## config.mk

```make
export PLATFORM = sky130hd
export DESIGN_NAME = vhub_enum_master
export DESIGN_NICKNAME = d
export VERILOG_FILES = /design/src/rtl/vhub_pkg.sv /design/src/rtl/vhub_tck_gen.sv /design/src/rtl/vhub_scan_engine.sv /design/src/rtl/vhub_enum_seq.sv /design/src/rtl/vhub_enum_master.sv
export SDC_FILE = /design/constraint.sdc
export NUM_CORES = 1
export LEC_CHECK = 0
export ABC_AREA = 1
export BUFFER_PORTS_ARGS = -buffer_cell sky130_fd_sc_hd__buf_2
export CAP_MARGIN = 20
export CORE_MARGIN = 4
export CORE_UTILIZATION = 58
export CTS_BUF_LIST = sky130_fd_sc_hd__clkbuf_4 sky130_fd_sc_hd__clkbuf_8
export CTS_CLUSTER_DIAMETER = 80
export DETAILED_ROUTE_END_ITERATION = 10
export GPL_ROUTABILITY_DRIVEN = 0
export HOLD_SLACK_MARGIN = 0.02
export PLACE_DENSITY = 0.79
export SETUP_SLACK_MARGIN = 0.15
export SYNTH_ARGS = -nofsm -noshare
export SYNTH_HDL_FRONTEND = slang
export SYNTH_SLANG_ARGS = --single-unit
```

## constraint.sdc

```tcl
create_clock -name clk -period 2.8 [get_ports clk]
set_clock_uncertainty 0.05 [all_clocks]
set_input_delay 0.28 -clock clk [delete_from_list [all_inputs] [get_ports clk]]
set_output_delay 0.28 -clock clk [all_outputs]
set_load 0.01 [all_outputs]
```

## src/rtl/vhub_pkg.sv

```systemverilog
// Shared types and helpers for the virtual hub discovery master.
// Assumes node counts and widths fit in eight bits.
package vhub_pkg;

    typedef enum logic [1:0] {
        SK_RESET = 2'd0,
        SK_IR    = 2'd1,
        SK_DR    = 2'd2
    } scan_kind_e;

    typedef enum logic [3:0] {
        SQ_IDLE, SQ_RESET, SQ_U1_A, SQ_FLUSH, SQ_U0_A,
        SQ_HUB, SQ_NODE, SQ_CHECK, SQ_U1_B, SQ_VIR, SQ_U0_B
    } seq_state_e;

    // Position of the highest set bit, counted from 1; zero for zero.
    function automatic logic [3:0] bit_len8(input logic [7:0] v);
        logic [3:0] r;
        r = 4'd0;
        for (int i = 0; i < 8; i++) begin
            if (v[i]) r = 4'(i + 1);
        end
        return r;
    endfunction

endpackage

```

## src/rtl/vhub_tck_gen.sv

```systemverilog
// Test clock generator. While en is high, TCK toggles every div+1 system
// clocks, starting low. rise/fall flag the system clock at which TCK changes.
// Assumes en drops only at a fall tick, so TCK is never cut short while high.
module vhub_tck_gen #(
    parameter int DIV_W = 8
) (
    input  logic             clk,
    input  logic             rst_n,
    input  logic             en,
    input  logic [DIV_W-1:0] div,
    output logic             tck,
    output logic             rise,
    output logic             fall
);
    logic [DIV_W-1:0] cnt_q;
    logic             wrap;

    assign wrap = en && (cnt_q >= div);
    assign rise = wrap && !tck;
    assign fall = wrap && tck;

    // Count system clocks per half period and toggle TCK at the limit.
    always_ff @(posedge clk) begin
        if (!rst_n || !en) begin
            cnt_q <= '0;
            tck   <= 1'b0;
        end else if (wrap) begin
            cnt_q <= '0;
            tck   <= ~tck;
        end else begin
            cnt_q <= cnt_q + 1'b1;
        end
    end

    a_r9_tck_gated: assert property (@(posedge clk) disable iff (!rst_n)
        $rose(tck) |-> $past(en));

endmodule

```

## src/rtl/vhub_scan_engine.sv

```systemverilog
// Runs one JTAG operation from run-test-idle back to run-test-idle: a TAP
// reset, an IR scan or a DR scan of len bits, TDI LSB first. TMS/TDI are
// updated at fall ticks; TDO is captured at rise ticks of shift states, and
// the last four captured bits are presented on rx_nib (first bit lowest).
module vhub_scan_engine
    import vhub_pkg::*;
#(
    parameter int MAX_SCAN = 64,
    parameter int LEN_W    = $clog2(MAX_SCAN + 1)
) (
    input  logic                clk,
    input  logic                rst_n,
    input  logic                start,
    input  scan_kind_e          kind,
    input  logic [LEN_W-1:0]    len,
    input  logic [MAX_SCAN-1:0] data,
    input  logic                rise,
    input  logic                fall,
    input  logic                tdo,
    output logic                busy,
    output logic                done,
    output logic                tms,
    output logic                tdi,
    output logic [3:0]          rx_nib
);
    localparam int STEP_W = $clog2(MAX_SCAN + 8);
    localparam int IDX_W  = $clog2(MAX_SCAN);

    scan_kind_e          kind_q;
    logic [LEN_W-1:0]    len_q;
    logic [MAX_SCAN-1:0] data_q;
    logic [STEP_W-1:0]   step_q, pre_c, end_c, last_c, off_c;
    logic                fin_q, in_shift, tms_c, tdi_c;

    // Derive the step layout of the current operation and the pin values.
    always_comb begin
        pre_c    = (kind_q == SK_IR) ? STEP_W'(4) : STEP_W'(3);
        end_c    = pre_c + STEP_W'(len_q);
        last_c   = (kind_q == SK_RESET) ? STEP_W'(5) : end_c + STEP_W'(1);
        in_shift = (kind_q != SK_RESET) && (step_q >= pre_c) && (step_q < end_c);
        off_c    = step_q - pre_c;
        if (kind_q == SK_RESET)
            tms_c = step_q < STEP_W'(5);
        else if (step_q < pre_c)
            tms_c = (kind_q == SK_IR) ? (step_q < STEP_W'(2)) : (step_q == '0);
        else if (step_q < end_c)
            tms_c = step_q == end_c - STEP_W'(1);
        else
            tms_c = step_q == end_c;
        tdi_c = in_shift ? data_q[off_c[IDX_W-1:0]] : 1'b0;
    end

    // Step through the operation: launch pins at falls, capture at rises.
    always_ff @(posedge clk) begin
        done <= 1'b0;
        if (!rst_n) begin
            busy   <= 1'b0;
            fin_q  <= 1'b0;
            step_q <= '0;
            kind_q <= SK_RESET;
            len_q  <= '0;
            data_q <= '0;
            tms    <= 1'b1;
            tdi    <= 1'b0;
            rx_nib <= '0;
        end else if (start && !busy) begin
            busy   <= 1'b1;
            fin_q  <= 1'b0;
            step_q <= '0;
            kind_q <= kind;
            len_q  <= len;
            data_q <= data;
            tms    <= 1'b1;
            tdi    <= 1'b0;
        end else if (busy) begin
            if (rise) begin
                if (in_shift) rx_nib <= {tdo, rx_nib[3:1]};
                if (step_q == last_c) fin_q <= 1'b1;
                else                  step_q <= step_q + STEP_W'(1);
            end
            if (fall) begin
                if (fin_q) begin
                    busy <= 1'b0;
                    done <= 1'b1;
                end else begin
                    tms <= tms_c;
                    tdi <= tdi_c;
                end
            end
        end
    end

    a_r2_start_when_idle: assert property (@(posedge clk) disable iff (!rst_n)
        start |-> !busy);
    a_r2_done_ends_busy: assert property (@(posedge clk) disable iff (!rst_n)
        done |-> (!busy && $past(busy)));

endmodule

```

## src/rtl/vhub_enum_seq.sv

```systemverilog
// Discovery sequencer. Issues the ordered list of operations to the scan
// engine, assembles hub and node words from nibble reads, picks the target
// node and forms the address-plus-command virtual IR write.
// Assumes the engine accepts eng_start one cycle after each eng_done.
module vhub_enum_seq
    import vhub_pkg::*;
#(
    parameter int          IR_LEN    = 10,
    parameter int          MAX_SCAN  = 64,
    parameter int          LEN_W     = $clog2(MAX_SCAN + 1),
    parameter int unsigned USER1_OP  = 'h0E,
    parameter int unsigned USER0_OP  = 'h0C,
    parameter int unsigned TARGET_ID = 'h08,
    parameter int unsigned DBG_CMD   = 'h8
) (
    input  logic                clk,
    input  logic                rst_n,
    input  logic                start,
    input  logic                eng_busy,
    input  logic                eng_done,
    input  logic [3:0]          eng_nib,
    output logic                eng_start,
    output scan_kind_e          eng_kind,
    output logic [LEN_W-1:0]    eng_len,
    output logic [MAX_SCAN-1:0] eng_data,
    output logic                done,
    output logic                error,
    output logic [7:0]          node_addr,
    output logic [7:0]          m_width,
    output logic [3:0]          n_width
);
    localparam int NIB_BITS = 4;

    seq_state_e    state_q;
    logic          go_q, found_q;
    logic [2:0]    nib_q;
    logic [7:0]    idx_q, cnt_q;
    logic [31:0]   acc_q, acc_nx;
    logic [8:0]    vir_len;
    logic          too_wide;

    assign acc_nx    = {eng_nib, acc_q[31:4]};
    assign vir_len   = 9'(n_width) + 9'(m_width);
    assign too_wide  = vir_len > 9'(MAX_SCAN);
    assign eng_start = go_q;

    // Select the operation that belongs to the current step.
    always_comb begin
        eng_kind = SK_DR;
        eng_len  = LEN_W'(NIB_BITS);
        eng_data = '0;
        case (state_q)
            SQ_RESET: eng_kind = SK_RESET;
            SQ_U1_A, SQ_U1_B: begin
                eng_kind = SK_IR;
                eng_len  = LEN_W'(IR_LEN);
                eng_data = MAX_SCAN'(USER1_OP);
            end
            SQ_U0_A, SQ_U0_B: begin
                eng_kind = SK_IR;
                eng_len  = LEN_W'(IR_LEN);
                eng_data = MAX_SCAN'(USER0_OP);
            end
            SQ_FLUSH: eng_len = LEN_W'(MAX_SCAN);
            SQ_VIR: begin
                eng_len  = LEN_W'(vir_len);
                eng_data = (MAX_SCAN'(node_addr) << m_width) | MAX_SCAN'(DBG_CMD);
            end
            default: ;
        endcase
    end

    // Advance through the discovery steps on each completed operation.
    always_ff @(posedge clk) begin
        done <= 1'b0;
        go_q <= 1'b0;
        if (!rst_n) begin
            state_q   <= SQ_IDLE;
            found_q   <= 1'b0;
            nib_q     <= '0;
            idx_q     <= '0;
            cnt_q     <= '0;
            acc_q     <= '0;
            error     <= 1'b0;
            node_addr <= '0;
            m_width   <= '0;
            n_width   <= '0;
        end else begin
            case (state_q)
                SQ_IDLE: if (start) begin
                    error     <= 1'b0;
                    found_q   <= 1'b0;
                    node_addr <= '0;
                    m_width   <= '0;
                    n_width   <= '0;
                    nib_q     <= '0;
                    state_q   <= SQ_RESET;
                    go_q      <= 1'b1;
                end
                SQ_RESET: if (eng_done) begin state_q <= SQ_U1_A;  go_q <= 1'b1; end
                SQ_U1_A:  if (eng_done) begin state_q <= SQ_FLUSH; go_q <= 1'b1; end
                SQ_FLUSH: if (eng_done) begin state_q <= SQ_U0_A;  go_q <= 1'b1; end
                SQ_U0_A:  if (eng_done) begin state_q <= SQ_HUB;   go_q <= 1'b1; end
                SQ_HUB: if (eng_done) begin
                    acc_q <= acc_nx;
                    nib_q <= nib_q + 3'd1;
                    go_q  <= 1'b1;
                    if (nib_q == 3'd7) begin
                        cnt_q   <= acc_nx[26:19];
                        m_width <= acc_nx[7:0];
                        n_width <= bit_len8(acc_nx[26:19]);
                        idx_q   <= '0;
                        if (acc_nx[26:19] == 8'd0) begin
                            state_q <= SQ_CHECK;
                            go_q    <= 1'b0;
                        end else begin
                            state_q <= SQ_NODE;
                        end
                    end
                end
                SQ_NODE: if (eng_done) begin
                    acc_q <= acc_nx;
                    nib_q <= nib_q + 3'd1;
                    go_q  <= 1'b1;
                    if (nib_q == 3'd7) begin
                        if (acc_nx[26:19] == 8'(TARGET_ID)) begin
                            found_q   <= 1'b1;
                            node_addr <= idx_q + 8'd1;
                        end
                        if (idx_q == cnt_q - 8'd1) begin
                            state_q <= SQ_CHECK;
                            go_q    <= 1'b0;
                        end else begin
                            idx_q <= idx_q + 8'd1;
                        end
                    end
                end
                SQ_CHECK: begin
                    if (!found_q || too_wide) begin
                        error   <= 1'b1;
                        done    <= 1'b1;
                        state_q <= SQ_IDLE;
                    end else begin
                        state_q <= SQ_U1_B;
                        go_q    <= 1'b1;
                    end
                end
                SQ_U1_B: if (eng_done) begin state_q <= SQ_VIR;  go_q <= 1'b1; end
                SQ_VIR:  if (eng_done) begin state_q <= SQ_U0_B; go_q <= 1'b1; end
                SQ_U0_B: if (eng_done) begin
                    done    <= 1'b1;
                    state_q <= SQ_IDLE;
                end
                default: state_q <= SQ_IDLE;
            endcase
        end
    end

    a_r11_done_pulse: assert property (@(posedge clk) disable iff (!rst_n)
        done |=> !done);
    a_r11_error_with_done: assert property (@(posedge clk) disable iff (!rst_n)
        $rose(error) |-> done);
    a_r5_addr_nonzero: assert property (@(posedge clk) disable iff (!rst_n)
        (done && !error) |-> (node_addr != 8'd0));
    a_r7_no_scan_after_fail: assert property (@(posedge clk) disable iff (!rst_n)
        (done && error) |-> !eng_busy);

endmodule

```

## src/rtl/vhub_enum_master.sv

```systemverilog
// Top of the virtual hub discovery master: test clock generator, single
// operation scan engine and discovery sequencer. Assumes IR_LEN <= MAX_SCAN
// and MAX_SCAN >= 64 so the hub flush fits in one scan.
module vhub_enum_master
    import vhub_pkg::*;
#(
    parameter int IR_LEN   = 10,
    parameter int MAX_SCAN = 64,
    parameter int DIV_W    = 8
) (
    input  logic             clk,
    input  logic             rst_n,
    input  logic             start,
    input  logic [DIV_W-1:0] clk_div,
    input  logic             tdo,
    output logic             tck,
    output logic             tms,
    output logic             tdi,
    output logic             done,
    output logic             error,
    output logic [7:0]       node_addr,
    output logic [7:0]       m_width,
    output logic [3:0]       n_width
);
    localparam int LEN_W = $clog2(MAX_SCAN + 1);

    logic                eng_busy, eng_done, eng_start, tck_rise, tck_fall;
    logic [3:0]          eng_nib;
    scan_kind_e          eng_kind;
    logic [LEN_W-1:0]    eng_len;
    logic [MAX_SCAN-1:0] eng_data;

    vhub_tck_gen #(.DIV_W(DIV_W)) u_tck (
        .clk(clk), .rst_n(rst_n), .en(eng_busy), .div(clk_div),
        .tck(tck), .rise(tck_rise), .fall(tck_fall)
    );

    vhub_scan_engine #(.MAX_SCAN(MAX_SCAN), .LEN_W(LEN_W)) u_eng (
        .clk(clk), .rst_n(rst_n), .start(eng_start), .kind(eng_kind),
        .len(eng_len), .data(eng_data), .rise(tck_rise), .fall(tck_fall),
        .tdo(tdo), .busy(eng_busy), .done(eng_done), .tms(tms), .tdi(tdi),
        .rx_nib(eng_nib)
    );

    vhub_enum_seq #(.IR_LEN(IR_LEN), .MAX_SCAN(MAX_SCAN), .LEN_W(LEN_W)) u_seq (
        .clk(clk), .rst_n(rst_n), .start(start), .eng_busy(eng_busy),
        .eng_done(eng_done), .eng_nib(eng_nib), .eng_start(eng_start),
        .eng_kind(eng_kind), .eng_len(eng_len), .eng_data(eng_data),
        .done(done), .error(error), .node_addr(node_addr),
        .m_width(m_width), .n_width(n_width)
    );

    a_r10_tms_tck_low: assert property (@(posedge clk) disable iff (!rst_n)
        !$stable(tms) |-> !tck);
    a_r10_tdi_tck_low: assert property (@(posedge clk) disable iff (!rst_n)
        !$stable(tdi) |-> !tck);
    a_r9_tck_idle_low: assert property (@(posedge clk) disable iff (!rst_n)
        !eng_busy |=> !tck);

endmodule

```

Word level (Yosys, flattened, before mapping)
Cells that the tools add are included.
{ "totals": {"register_bits": 177, "in_bits": 12, "output_inout_bits": 25, "wordCells": 207} }
{ "classes": {"n_addsub": 10, "n_lt_le_gt_ge": 8, "eq_ne": 34, "shifts": 1, "mux": 81, "bitwise_logic": 7, "n_reduce_logical": 42} }
{ "ops": {"columns": ["op", "n"], "rows": [
  ["$pmux W64 S3", 1],
  ["$mux W8", 11],
  ["$mux W4", 18],
  ["$shl A8 B8 Y64", 1],
  ["$pmux W8 S2", 3],
  ["$pmux W4 S11", 1],
  ["$mux W1", 28],
  ["$ne A2 B2 Y1 const B", 11],
  ["$eq A7 B7 Y1", 3],
  ["$mux W3", 7],
  ["$pmux W7 S3", 1],
  ["$reduce_and A3 Y1", 6],
  ["$add A8 B1 Y8 const B", 2],
  ["$eq A4 B3 Y1 const B", 4],
  ["$add A7 B1 Y7 const B", 2],
  ["$reduce_and A13 Y1", 1],
  ["$eq A4 B4 Y1 const B", 3],
  ["$ne A2 B1 Y1 const B", 6],
  ["$reduce_bool A2 Y1", 6],
  ["$reduce_or A2 Y1", 5],
  ["$add A4 B8 Y9", 1],
  ["$gt A9 B7 Y1 const B", 1],
  ["$eq A4 B2 Y1 const B", 2],
  ["$eq A8 B4 Y1 const B", 1],
  ["other kinds (38)", 58]
]} }

Logic depth before layout (Yosys ltp)
Gate-level depths: netlist of run 1.
{ "logic_depth": {"depth_word": 11, "depth_mapped": 24, "depth_no_buf": 24} }

Hierarchy
A second synthesis of run 1 with hierarchy kept.
{ "hier_totals": {"cells_unflattened": 1588, "area_unflattened_um2": 10328.7} }
{ "modules_own_cells": {"columns": ["module", "instances", "cells_per_inst", "area_per_inst_um2", "seq_area_each_um2"], "rows": [
  ["vhub_scan_engine", 1, 727, 4942.2, 1781.7],
  ["vhub_enum_seq", 1, 781, 4744.6, 1501.4],
  ["vhub_tck_gen", 1, 80, 641.9, 180.2]
]} }

Worst setup path after synthesis of run 1
No wires, ideal clock.
{ "synth_path": {"path_kind": "flip-flop to flip-flop", "startpoint": "register u_eng.kind_q[0]", "endpoint": "register u_eng.rx_nib[0]", "setup_time_ps": 116, "arrival_time_ps": 2790, "required_ps": 2634, "slack_ps": -156, "path_stages_with_launch": 23, "path_cell_list": "dfxtp_1 -> inv_1 -> nor2_1 -> inv_1 -> ha_1 -> inv_1 -> fa_1 -> inv_1 -> nand2_2 -> nand2_2 -> nand4_1 -> nand2_1 -> ha_1 -> nand2_1 -> nor2_1 -> nand3_1 -> nor2_1 -> nor2_2 -> nand3_1 -> nor2_2 -> inv_2 -> nor2_1 -> nor2_1"} }
{ "synth_between": {"elab_chain_cells": 6} }
{ "synth_lines": {"columns": ["item", "line", "rtl"], "rows": [
  ["start, declared", "vhub_scan_engine.sv:29", "scan_kind_e kind_q;"],
  ["start signal, assigned", "vhub_scan_engine.sv:70", "kind_q <= kind;"],
  ["$eq A2 B1 Y1", "vhub_scan_engine.sv:37", "pre_c = (kind_q == SK_IR) ? STEP_W'(4) : STEP_W'(3);"],
  ["$mux W3", "vhub_scan_engine.sv:37", null],
  ["$add A7 B7 Y7 / $ge A7 B3 Y1 (equally long branches)", "vhub_scan_engine.sv:38, vhub_scan_engine.sv:40", null],
  ["$lt A7 B7 Y1 / $logic_and A1 B1 Y1 (equally long branches)", "vhub_scan_engine.sv:40", "in_shift = (kind_q != SK_RESET) && (step_q >= pre_c) && (step_q < end_c);"],
  ["$logic_and A1 B1 Y1 *", "vhub_scan_engine.sv:40", null],
  ["$reduce_and A4 Y1 (no line) *", null, null],
  ["end signal, assigned", "vhub_scan_engine.sv:77", "if (in_shift) rx_nib <= {tdo, rx_nib[3:1]};"],
  ["end, declared", "vhub_scan_engine.sv:24", "output logic [3:0] rx_nib"]
]} }
Every way passes the cells marked *; elsewhere a longest branch is shown, timed or not.
A chain may end at the register's enable or synchronous reset.

Worst setup path in the final report of run 1
{ "layout_path": {"startpoint": "register u_eng.kind_q[0]", "endpoint": "register u_eng.step_q[1]"} }
{ "layout_between": {"elab_chain_cells": 8} }
{ "layout_lines": {"columns": ["item", "line", "rtl"], "rows": [
  ["$eq A2 B1 Y1", "vhub_scan_engine.sv:37", null],
  ["$mux W3", "vhub_scan_engine.sv:37", null],
  ["$add A7 B7 Y7", "vhub_scan_engine.sv:38", "end_c = pre_c + STEP_W'(len_q);"],
  ["$add A7 B1 Y7", "vhub_scan_engine.sv:39", "last_c = (kind_q == SK_RESET) ? STEP_W'(5) : end_c + STEP_W'(1);"],
  ["$mux W7 *", "vhub_scan_engine.sv:39", null],
  ["$eq A7 B7 Y1 *", "vhub_scan_engine.sv:78", "if (step_q == last_c) fin_q <= 1'b1;"],
  ["$not A1 Y1 (no line) *", null, null],
  ["$reduce_and A3 Y1 (no line) *", null, null],
  ["end signal, assigned", "vhub_scan_engine.sv:79", "else step_q <= step_q + STEP_W'(1);"],
  ["end, declared", "vhub_scan_engine.sv:32", "logic [STEP_W-1:0] step_q, pre_c, end_c, last_c, off_c;"]
]} }
Marked as above.

==> results of run 1 <==
synthesized netlist by cell type, types with 2 or more instances:
cell type / number / area share, %
buf_1: 3 / 0.12
inv_2: 18 / 0.71
a22oi_1: 6 / 0.47
nand3_1: 103 / 5.4
a32o_1: 2 / 0.21
nor2_4: 7 / 0.82
a31oi_1: 4 / 0.26
clkbuf_1: 37 / 1.4
a211oi_1: 2 / 0.16
inv_1: 136 / 5.3
nand2_4: 4 / 0.47
nor4_1: 4 / 0.26
nand2_1: 283 / 11
nand4_1: 16 / 1.0
o22ai_1: 29 / 1.9
o21ai_0: 145 / 7.6
ha_1: 33 / 4.3
dfxtp_1: 173 / 36
a21oi_1: 99 / 5.2
nor2_1: 157 / 6.2
nand2_2: 11 / 0.72
a22o_1: 2 / 0.18
nor2_2: 11 / 0.72
xnor2_1: 9 / 0.82
clkinv_1: 4 / 0.16
nor3b_1: 2 / 0.16
buf_2: 19 / 0.99
nand3b_1: 5 / 0.39
xor2_1: 23 / 2.1
o21ai_1: 15 / 0.78
o31ai_1: 3 / 0.24
fa_1: 3 / 0.63
o211ai_1: 17 / 1.3
nor3_1: 11 / 0.57
layout make-up:
type                            instances  area [µm²]  share of cell area [%]
Tap cell                              216       270.3                   2.531
Timing Repair Buffer                   82       556.8                   5.214
Sequential cell                       173        3466                   32.46
Clock inverter                         13       138.9                   1.301
Multi-Input combinational cell       1016        5396                   50.54
Inverter                              159       601.8                   5.636
Clock buffer                           18       247.7                   2.320
metrics by stage:
step | hold slack [ps] | total power [µW] | instances | area [µm²]
after CTS | 226.3 | 5907 | 1676 | 10630
after global routing | 269.2 | 6249 | 1677 | 10680
final | 239.4 | 5914 | 1677 | 10680
after detailed placement | 395.2 | 4178 | 1636 | 10140
after floorplan | 364.9 | 3794 | 1408 | 9647
after global placement | 388.1 | 4159 | 1636 | 10140
path summary, 6_finish.rpt:
check              startpoint          endpoint  slack [ps]  cells after the start
max           u_eng.kind_q[0]   u_eng.step_q[1]          -6                     20
min                     start    u_seq.nib_q[2]         240                      5
max reg2reg   u_eng.kind_q[0]   u_eng.step_q[1]          -6                     20
min reg2reg  u_eng.data_q[59]  u_eng.data_q[59]         410                      2
power groups by stage:
stage	Clock (µW)	Combinational, µW	Sequential (µW)
2_1_floorplan	0	1080	2720
3_3_place_gp	0	1450	2710
3_5_place_dp	0	1460	2710
4_1_cts	1760	1490	2660
5_1_grt	1860	1710	2680
6_report	1740	1520	2660
routing by layer:
| layer | global-route usage (%) | up-vias |
|---|---|---|
| li1 | - | 4738 |
| met1 | 34.44 | 4248 |
| met2 | 44.33 | 304 |
| met3 | 3.934 | 63 |
| met4 | 9.686 | 0 |
| met5 | 0 | - |
logic make-up (layout without fill, tap and decap cells):
kind of cell               after synthesis  count (layout)  share of synthesized area (%)
AOI/OAI and AO/OA                      330             330                          18.89
xor gates and xnor gates                33              33                          3.096
adders and majority gates               36              36                          4.938
buffers and inverters                  219             272                          8.935
DFF                                    173             173                          36.16
and+or+nand+nor                        617             617                          27.98
critical path: cells and delay by family, from the launching register on:
family,cells,cell delay (ps)
flip-flops,1,330
AND/OR/NAND/NOR,8,720
buffers and inverters,5,230
adder cells (fa/ha/maj),3,930
AO/OA/AOI/OAI,4,440
state kept, by name (all words and copies together), names as in the netlist, 2 cells and up:
name and count:
u_eng.kind_q 2, u_seq.cnt_q 8, u_eng.rx_nib 4, u_seq.state_q 4, u_seq.node_addr 8, u_eng.data_q 64, u_seq.n_width 4, u_eng.step_q 7
u_seq.acc_q 28, u_seq.idx_q 8, u_tck.cnt_q 8, u_eng.len_q 7, u_seq.m_width 8, u_seq.nib_q 3
repair_timing:
| action | in CTS | in global routing |
|---|---|---|
| setup endpoints to repair | 14 | 15 |
| hold buffers | 1 | 0 |
| buffers inserted | 8 | 1 |
| cloned | 0 | 0 |
| pin swaps | 22 | 14 |
| resized for setup | 12 | 13 |
| endpoints found under the hold margin | 1 | 0 |
==> results.sh, run 1 <==
export IMPL_outcome="finished, violations left"
export IMPL_failed_checks="setup timing"
export IMPL_period_needed_ps=2806
export IMPL_hpwlAfterDp_mm=17.39
export IMPL_io_pin_count=37
export IMPL_drtIter0Drc=821
export IMPL_first_global_vias=8500
export IMPL_max_slew_margin_rel_pct=41.42
export IMPL_num_vias=9353
export IMPL_grt_use_total_pct=26.38
export IMPL_top_layer="met4"
export IMPL_maxCapViolations=0
export IMPL_start_kind="register"
export IMPL_worstPathCellList="inv_2, nor2_4, inv_4, ha_4, inv_2, fa_2, inv_2, ha_4, inv_2, o21ai_1, o21ai_1, a21oi_1, nand3_1, nor2_1, nand2_1, nor2_4, nand2_4, nand2_4, nand2_1, a21oi_2"
export IMPL_tightest_slew_ps=877.5
export IMPL_drive_gt1_share_pct=13.89
export IMPL_start_util_pct=59.65
export IMPL_arrival_ps=3140
export IMPL_syn_cell_area_mm2=0.009578
export IMPL_post_drt_wl_per_cell_um=14.28
export IMPL_switching_power_uw=2046
export IMPL_die_area_mm2=0.01863
export IMPL_clock_sinks=173
export IMPL_wl_met3_mm=1.284
export IMPL_drc=0
export IMPL_ys_async_sr_fraction_pct=0
export IMPL_period_share_pct=100.2
export IMPL_netSwitchingFraction_pct=34.59
export IMPL_crit_type="register to register"
export IMPL_ant_nets=0
export IMPL_grt_remaining_overflow=0
export IMPL_num_fill_cells=1393
export IMPL_insertion_delay_ps=460
export IMPL_synth_cell_types=46
export IMPL_htree_levels=4
export IMPL_syn_nets=1456
export IMPL_fmax_ghz=0.3564
export IMPL_viasPerCell=5.577
export IMPL_p_leak_uw=0.004465
export IMPL_die_x_um=136.5
export IMPL_crit_top_cell="inv_2"
export IMPL_endpoint_kind="register"
export IMPL_synth_edff_count=0
export IMPL_grt_first_pass_wirelength_mm=39.93
export IMPL_rsz0062_at_grt="true"
export IMPL_wl_met2_mm=11.35
export IMPL_rows=46
export IMPL_p_clk_share_pct=29.3
export IMPL_cts_tree="done"
export IMPL_io_buffers=36
export IMPL_synth_top_flop_cell="dfxtp_1"
export IMPL_die_h_um=136.5
export IMPL_yosysSeqAreaShare_pct=36.16
export IMPL_cp_slowest_cell="fa_2"
export IMPL_grt_max_degree=45
export IMPL_finalHoldViolCount=0
export IMPL_cts_root_buf="clkbuf_8"
export IMPL_layout_commonest_cell="nand2_1"
export IMPL_report_final_slew_viol_count=0
export IMPL_finalSetupViolations=3
export IMPL_cpPeakStageDelay_ps=550
export IMPL_num_antenna_cells=0
export IMPL_final_cell_mix="nand2_1, dfxtp_1, nor2_1, o21ai_0, inv_1"
export IMPL_place_ws_ps=-85.94
export IMPL_p_per_area_mw_per_mm2=553.8
export IMPL_antenna_found_initial=0
export IMPL_tns_ps=-9.164
export IMPL_p_comb_share_pct=25.7
export IMPL_area_growth_pct=11.48
export IMPL_irDropWorstVdd_uv=440.9
export IMPL_yosys_warnings=0
export IMPL_drtPass1Iterations=5
export IMPL_cts_clk_slew_worst_paths_ps=90
export IMPL_postSynthCellCount=1408
export IMPL_seqPwrFrac_pct=45.0
export IMPL_min_delay_path_class="primary input to register"
export IMPL_synth_area_per_cell_um2=6.803
export IMPL_synth_seq_cells=173
export IMPL_wl_mm=23.95
export IMPL_fin_nets=1497
export IMPL_wl_met1_mm=10.64
export IMPL_final_util_pct=66.50
export IMPL_power_internal_uw=3868
export IMPL_coreArea_mm2=0.01606
export IMPL_worst_slack_ps=-5.913
export IMPL_crit_required_ps=3140
export IMPL_cp_max_fo=8
export IMPL_numCtsBuffers=17
export IMPL_clockBufferDepth=2
No activity file was read; power rests on OpenSTA's default activity.
==> run 2: changes to the inputs <==
--- a/config.mk
+++ b/config.mk
@@ -11,3 +11,3 @@
 export CORE_MARGIN = 4
-export CORE_UTILIZATION = 58
+export CORE_UTILIZATION = 45
 export CTS_BUF_LIST = sky130_fd_sc_hd__clkbuf_4 sky130_fd_sc_hd__clkbuf_8
@@ -17,3 +17,3 @@
 export HOLD_SLACK_MARGIN = 0.02
-export PLACE_DENSITY = 0.79
+export PLACE_DENSITY = 0.64
 export SETUP_SLACK_MARGIN = 0.15
==> constraint.sdc (replaced) <==
create_clock -name clk -period 2.8 [get_ports clk]
set_clock_uncertainty 0.05 [all_clocks]
set_input_delay 0.42 -clock clk [delete_from_list [all_inputs] [get_ports clk]]
set_output_delay 0.42 -clock clk [all_outputs]
set_load 0.01 [all_outputs]
==> results.sh, run 2 (synthesized netlist as in run 1, its figures left out) <==
export IMPL_period_share_pct=101.5
export IMPL_clockBufferDepth=2
export IMPL_p_clk_share_pct=32.1
export IMPL_cts_clk_slew_worst_paths_ps=110
export IMPL_worstPathCellList="inv_2, nor2_4, inv_4, ha_4, inv_2, fa_2, buf_4, nor2_1, nand3_2, inv_1, nand3_1, nand2_1, nand3_1, nand2_1, nand2_1, nor2_4, buf_4, buf_6, nand3_2, a21oi_2"
export IMPL_cp_max_fo=3
export IMPL_netSwitchingFraction_pct=35.39
export IMPL_tightest_slew_ps=752.9
export IMPL_arrival_ps=3190
export IMPL_rrSetupSlack_ps=-40
export IMPL_top_regs="u_eng.data_q x64, u_seq.acc_q x28"
export IMPL_max_slew_margin_rel_pct=49.73
export IMPL_drive_gt1_share_pct=14.78
export IMPL_fin_nets=1503
export IMPL_crit_top_cell="nand2_1"
export IMPL_drc=0
export IMPL_die_h_um=153.9
export IMPL_seqPwrFrac_pct=42.9
export IMPL_final_area_mm2=0.01093
export IMPL_clock_sinks=173
export IMPL_min_delay_path_class="primary input to register"
export IMPL_fin_cells=1743
export IMPL_ant_nets=0
export IMPL_rows=53
export IMPL_top_register="u_eng.data_q"
export IMPL_failed_checks="setup timing"
export IMPL_hpwlAfterDp_mm=18.31
export IMPL_irDropWorstVdd_uv=310.4
export IMPL_largest_register_ffs=64
export IMPL_maxCapViolations=0
export IMPL_grt_remaining_overflow=0
export IMPL_crit_buf_inv=7
export IMPL_power_internal_uw=4022
export IMPL_die_x_um=153.9
export IMPL_worst_slack_ps=-40.77
export IMPL_finalHoldViolCount=0
export IMPL_post_drt_wl_per_cell_um=14.51
export IMPL_viasPerCell=5.293
export IMPL_grt_first_pass_wirelength_mm=42.30
export IMPL_p_comb_share_pct=25.0
export IMPL_insertion_delay_ps=480
export IMPL_dp_cells=1702
export IMPL_io_pin_count=37
export IMPL_numCtsBuffers=17
export IMPL_num_antenna_cells=0
export IMPL_start_util_pct=45.71
export IMPL_endpoint_kind="register"
export IMPL_crit_type="register to register"
export IMPL_cts_tree="done"
export IMPL_switching_power_uw=2203
export IMPL_final_cell_mix="nand2_1, dfxtp_1, nor2_1, o21ai_0, inv_1"
export IMPL_period_needed_ps=2841
export IMPL_p_leak_uw=0.004539
export IMPL_io_buffers=36
export IMPL_finalSetupViolations=7
export IMPL_wl_mm=25.29
export IMPL_p_per_area_mw_per_mm2=569.7
export IMPL_grt_max_degree=51
export IMPL_report_final_slew_viol_count=0
export IMPL_coreArea_mm2=0.02096
export IMPL_grt_use_total_pct=21.37
export IMPL_start_kind="register"
export IMPL_area_growth_pct=14.08
export IMPL_ctsHoldBuffers=0
export IMPL_fmax_ghz=0.3520
export IMPL_tns_ps=-105.4
export IMPL_outcome="finished, violations left"
export IMPL_num_vias=9225
export IMPL_cp_slowest_cell="fa_2"
export IMPL_crit_required_ps=3150
export IMPL_layout_commonest_cell="nand2_1"
export IMPL_rsz0062_at_grt="true"
export IMPL_cts_root_buf="clkbuf_8"
export IMPL_totalPowerFinal_uw=6225
export IMPL_crit_family="simple AND/OR/NAND/NOR gates"
export IMPL_htree_levels=4
export IMPL_die_area_mm2=0.02368
export IMPL_dpl_cell_area_mm2=0.01029
export IMPL_hold_worst_slack_ps=131.3
export IMPL_first_global_vias=8635
export IMPL_drtPass1Iterations=6
export IMPL_drtIter0Drc=666
export IMPL_antenna_found_initial=0
export IMPL_cpPeakStageDelay_ps=450
-- run 2: cell count changes in the layout (fill, tap and decap cells not counted), sizes merged --
cell	change
clkinv	-6
inv	+6
bufinv	+1
dlygate4sd3	-1
buf	+7
-- run 2: worst min-delay path, stage by stage --
cell and delay [ps]:
buf_2 90, nor2_2 30, nor2_1 80
-- run 2: stage by stage --
step | setup WS, ps | util, %
final | -40.77 | 52.14
after global routing | -259.7 | 52.14
after CTS | -0.6062 | 51.84
after detailed placement | -76.72 | 49.12
after global placement | -13.18 | 49.12
after floorplan | 71.91 | -
-- run 2: layer usage --
layer	track usage [%]	up-vias	routed length, µm
met5	0	-	0
met4	7.023	0	488
met3	2.927	36	795
met2	35.95	188	12140
met1	28.39	4244	11860
li1	-	4757	-
-- run 2: cell type report --
| class | count | area [µm²] |
|---|---|---|
| inverters | 159 | 601.8 |
| repair buffers | 88 | 628.1 |
| well taps | 275 | 344.1 |
| fillers | 2145 | 10030 |
| clock buffers | 18 | 247.7 |
| clock inverters | 14 | 196.4 |
| flip-flops and latches | 173 | 3466 |
| multi-input cells | 1016 | 5443 |
-- run 2: what timing repair did --
action	4_1_cts	5_1_grt
pin swaps	29	8
gates resized for setup	21	11
endpoints found under the setup margin	14	16
setup buffers	5	4
-- run 2: final timing paths --
kind | depth (start not counted) | end | start
worst max-delay path | 20 | u_eng.fin_q | u_eng.kind_q[0]
worst min-delay path | 3 | u_eng.rx_nib[3] | tdo
worst max register to register | 20 | u_eng.fin_q | u_eng.kind_q[0]
worst min register to register | 2 | u_eng.data_q[60] | u_eng.data_q[60]
-- run 2: power groups by stage --
| stage | logic (µW) | clock network, µW | registers (µW) |
|---|---|---|---|
| CTS | 1550 | 2030 | 2670 |
| finish | 1560 | 2000 | 2670 |
| detailed placement | 1500 | 0 | 2720 |
| floorplan | 1080 | 0 | 2720 |
| global placement | 1480 | 0 | 2720 |
| global route | 1770 | 2130 | 2680 |
==> run 3: changes to the inputs <==
Settings changed: SKIP_CTS_REPAIR_TIMING set to 1.
==> results.sh, run 3 (synthesized netlist as in run 1, its figures left out) <==
export IMPL_outcome="finished, violations left"
export IMPL_failed_checks="setup timing"
export IMPL_drtIter0Drc=559
export IMPL_min_delay_path_class="primary input to register"
export IMPL_clock_sinks=173
export IMPL_netSwitchingFraction_pct=35.29
export IMPL_p_comb_share_pct=24.7
export IMPL_hold_worst_slack_ps=129.1
export IMPL_worstPathCellList="inv_2, nor2_4, inv_4, ha_4, inv_2, fa_2, inv_2, ha_4, inv_2, o21ai_1, o21ai_1, a21oi_1, nand3_1, nor2_1, nand2_1, nor2_4, nand2_4, nand2_4, nand2_2, a21oi_2"
export IMPL_maxCapViolations=0
export IMPL_numCtsBuffers=17
export IMPL_p_clk_share_pct=32.3
export IMPL_hpwlAfterDp_mm=18.31
export IMPL_cp_max_fo=8
export IMPL_area_growth_pct=13.43
export IMPL_largest_register_ffs=64
export IMPL_drc=0
export IMPL_grt_first_pass_wirelength_mm=41.99
export IMPL_p_leak_uw=0.004526
export IMPL_tightest_slew_ps=742.8
export IMPL_final_cell_mix="nand2_1, dfxtp_1, nor2_1, o21ai_0, inv_1"
export IMPL_rows=53
export IMPL_worstHoldStart="tdo"
export IMPL_start_util_pct=45.71
export IMPL_io_buffers=36
export IMPL_top_register="u_eng.data_q"
export IMPL_cts_root_buf="clkbuf_8"
export IMPL_htree_levels=4
export IMPL_die_h_um=153.9
export IMPL_fin_nets=1501
export IMPL_grt_max_degree=51
export IMPL_seqPwrFrac_pct=43.0
export IMPL_num_vias=9218
export IMPL_cts_tree="done"
export IMPL_timing_rr_end="u_eng.step_q[5]"
export IMPL_max_slew_margin_rel_pct=50.41
export IMPL_post_drt_wl_per_cell_um=14.46
export IMPL_crit_type="register to register"
export IMPL_clockBufferDepth=2
export IMPL_grt_use_total_pct=21.23
export IMPL_first_global_vias=8529
export IMPL_wl_mm=25.17
export IMPL_tns_ps=-94.50
export IMPL_top_regs="u_eng.data_q x64, u_seq.acc_q x28"
export IMPL_finalSetupViolations=8
export IMPL_arrival_ps=3180
export IMPL_drtPass1Iterations=7
export IMPL_coreArea_mm2=0.02096
export IMPL_switching_power_uw=2185
export IMPL_period_needed_ps=2820
export IMPL_holdPathEnd="u_eng.rx_nib[3]"
export IMPL_rsz0062_at_grt="true"
export IMPL_num_fill_cells=2161
export IMPL_cpPeakStageDelay_ps=550
export IMPL_die_area_mm2=0.02368
export IMPL_crit_required_ps=3160
export IMPL_worst_slack_ps=-19.60
export IMPL_grt_remaining_overflow=0
export IMPL_rr_worst_depth=20
export IMPL_layout_commonest_cell="nand2_1"
export IMPL_start_kind="register"
export IMPL_period_share_pct=100.7
export IMPL_r2r_start="u_eng.kind_q[0]"
export IMPL_fmax_ghz=0.3547
export IMPL_endpoint_kind="register"
export IMPL_ant_nets=0
export IMPL_drive_gt1_share_pct=14.39
export IMPL_report_final_slew_viol_count=0
export IMPL_multi_input_area_mm2=0.005403
export IMPL_io_pin_count=37
export IMPL_totalPowerFinal_uw=6192
export IMPL_min_delay_path_depth=3
export IMPL_regArea_mm2=0.003466
export IMPL_cts_clk_slew_worst_paths_ps=110
export IMPL_insertion_delay_ps=490
export IMPL_antenna_found_initial=0
export IMPL_power_internal_uw=4007
export IMPL_viasPerCell=5.295
export IMPL_irDropWorstVdd_uv=307.8
export IMPL_crit_top_cell="inv_2"
export IMPL_final_util_pct=51.85
export IMPL_cp_slowest_cell="fa_2"
export IMPL_p_per_area_mw_per_mm2=569.9
export IMPL_num_antenna_cells=0
export IMPL_finalHoldViolCount=0
export IMPL_rrSetupSlack_ps=-20
export IMPL_die_x_um=153.9
-- run 3: layout make-up --
| type | instances | area share (%) |
|---|---|---|
| Sequential cell | 173 | 31.90 |
| Tap cell | 275 | 3.167 |
| Timing Repair Buffer | 86 | 5.574 |
| Multi-Input combinational cell | 1016 | 49.73 |
| Inverter | 159 | 5.540 |
| Clock inverter | 14 | 1.808 |
| Clock buffer | 18 | 2.280 |
-- run 3: critical path: cells and delay by family (launching register included) --
family / cells / cell delay, ps
simple gates: 8 / 740
buf+inv: 5 / 240
flops: 1 / 340
fa+ha+maj: 3 / 940
compound gates: 4 / 450
-- run 3: worst max-delay path by stage --
| stage | slack [ps] | endpoint | cells after the start | from |
|---|---|---|---|---|
| CTS | -100 | u_eng.step_q[5] | 20 | u_eng.kind_q[0] |
| global placement | -10 | u_eng.step_q[5] | 20 | u_eng.kind_q[0] |
| detailed placement | -80 | u_eng.step_q[5] | 20 | u_eng.kind_q[0] |
| floorplan | 70 | u_eng.step_q[1] | 20 | u_eng.kind_q[0] |
| finish | -20 | u_eng.step_q[5] | 20 | u_eng.kind_q[0] |
| global route | -210 | u_eng.rx_nib[3] | 22 | u_eng.kind_q[0] |
-- run 3: per-layer routing --
layer	share of wire (%)	up-vias	track usage, %
met4	1.8	0	6.770
li1	-	4745	-
met3	3.7	34	3.040
met1	47	4231	28.28
met2	48	208	35.64
met5	0	-	0
-- run 3: power groups by stage --
stage          logic [µW]  registers (µW)  clock network [µW]
2_1_floorplan        1080            2720                   0
3_3_place_gp         1480            2720                   0
3_5_place_dp         1500            2720                   0
4_1_cts              1500            2660                2030
5_1_grt              1740            2680                2140
6_report             1530            2660                2000
-- run 3: through the flow --
| stage | area [µm²] | setup WS, ps | instances |
|---|---|---|---|
| after floorplan | 9647 | 71.91 | 1408 |
| after global placement | 10290 | -13.18 | 1702 |
| after detailed placement | 10290 | -76.72 | 1702 |
| after CTS | 10740 | -104.2 | 1734 |
| after global routing | 10860 | -211.8 | 1741 |
| final | 10860 | -19.60 | 1741 |
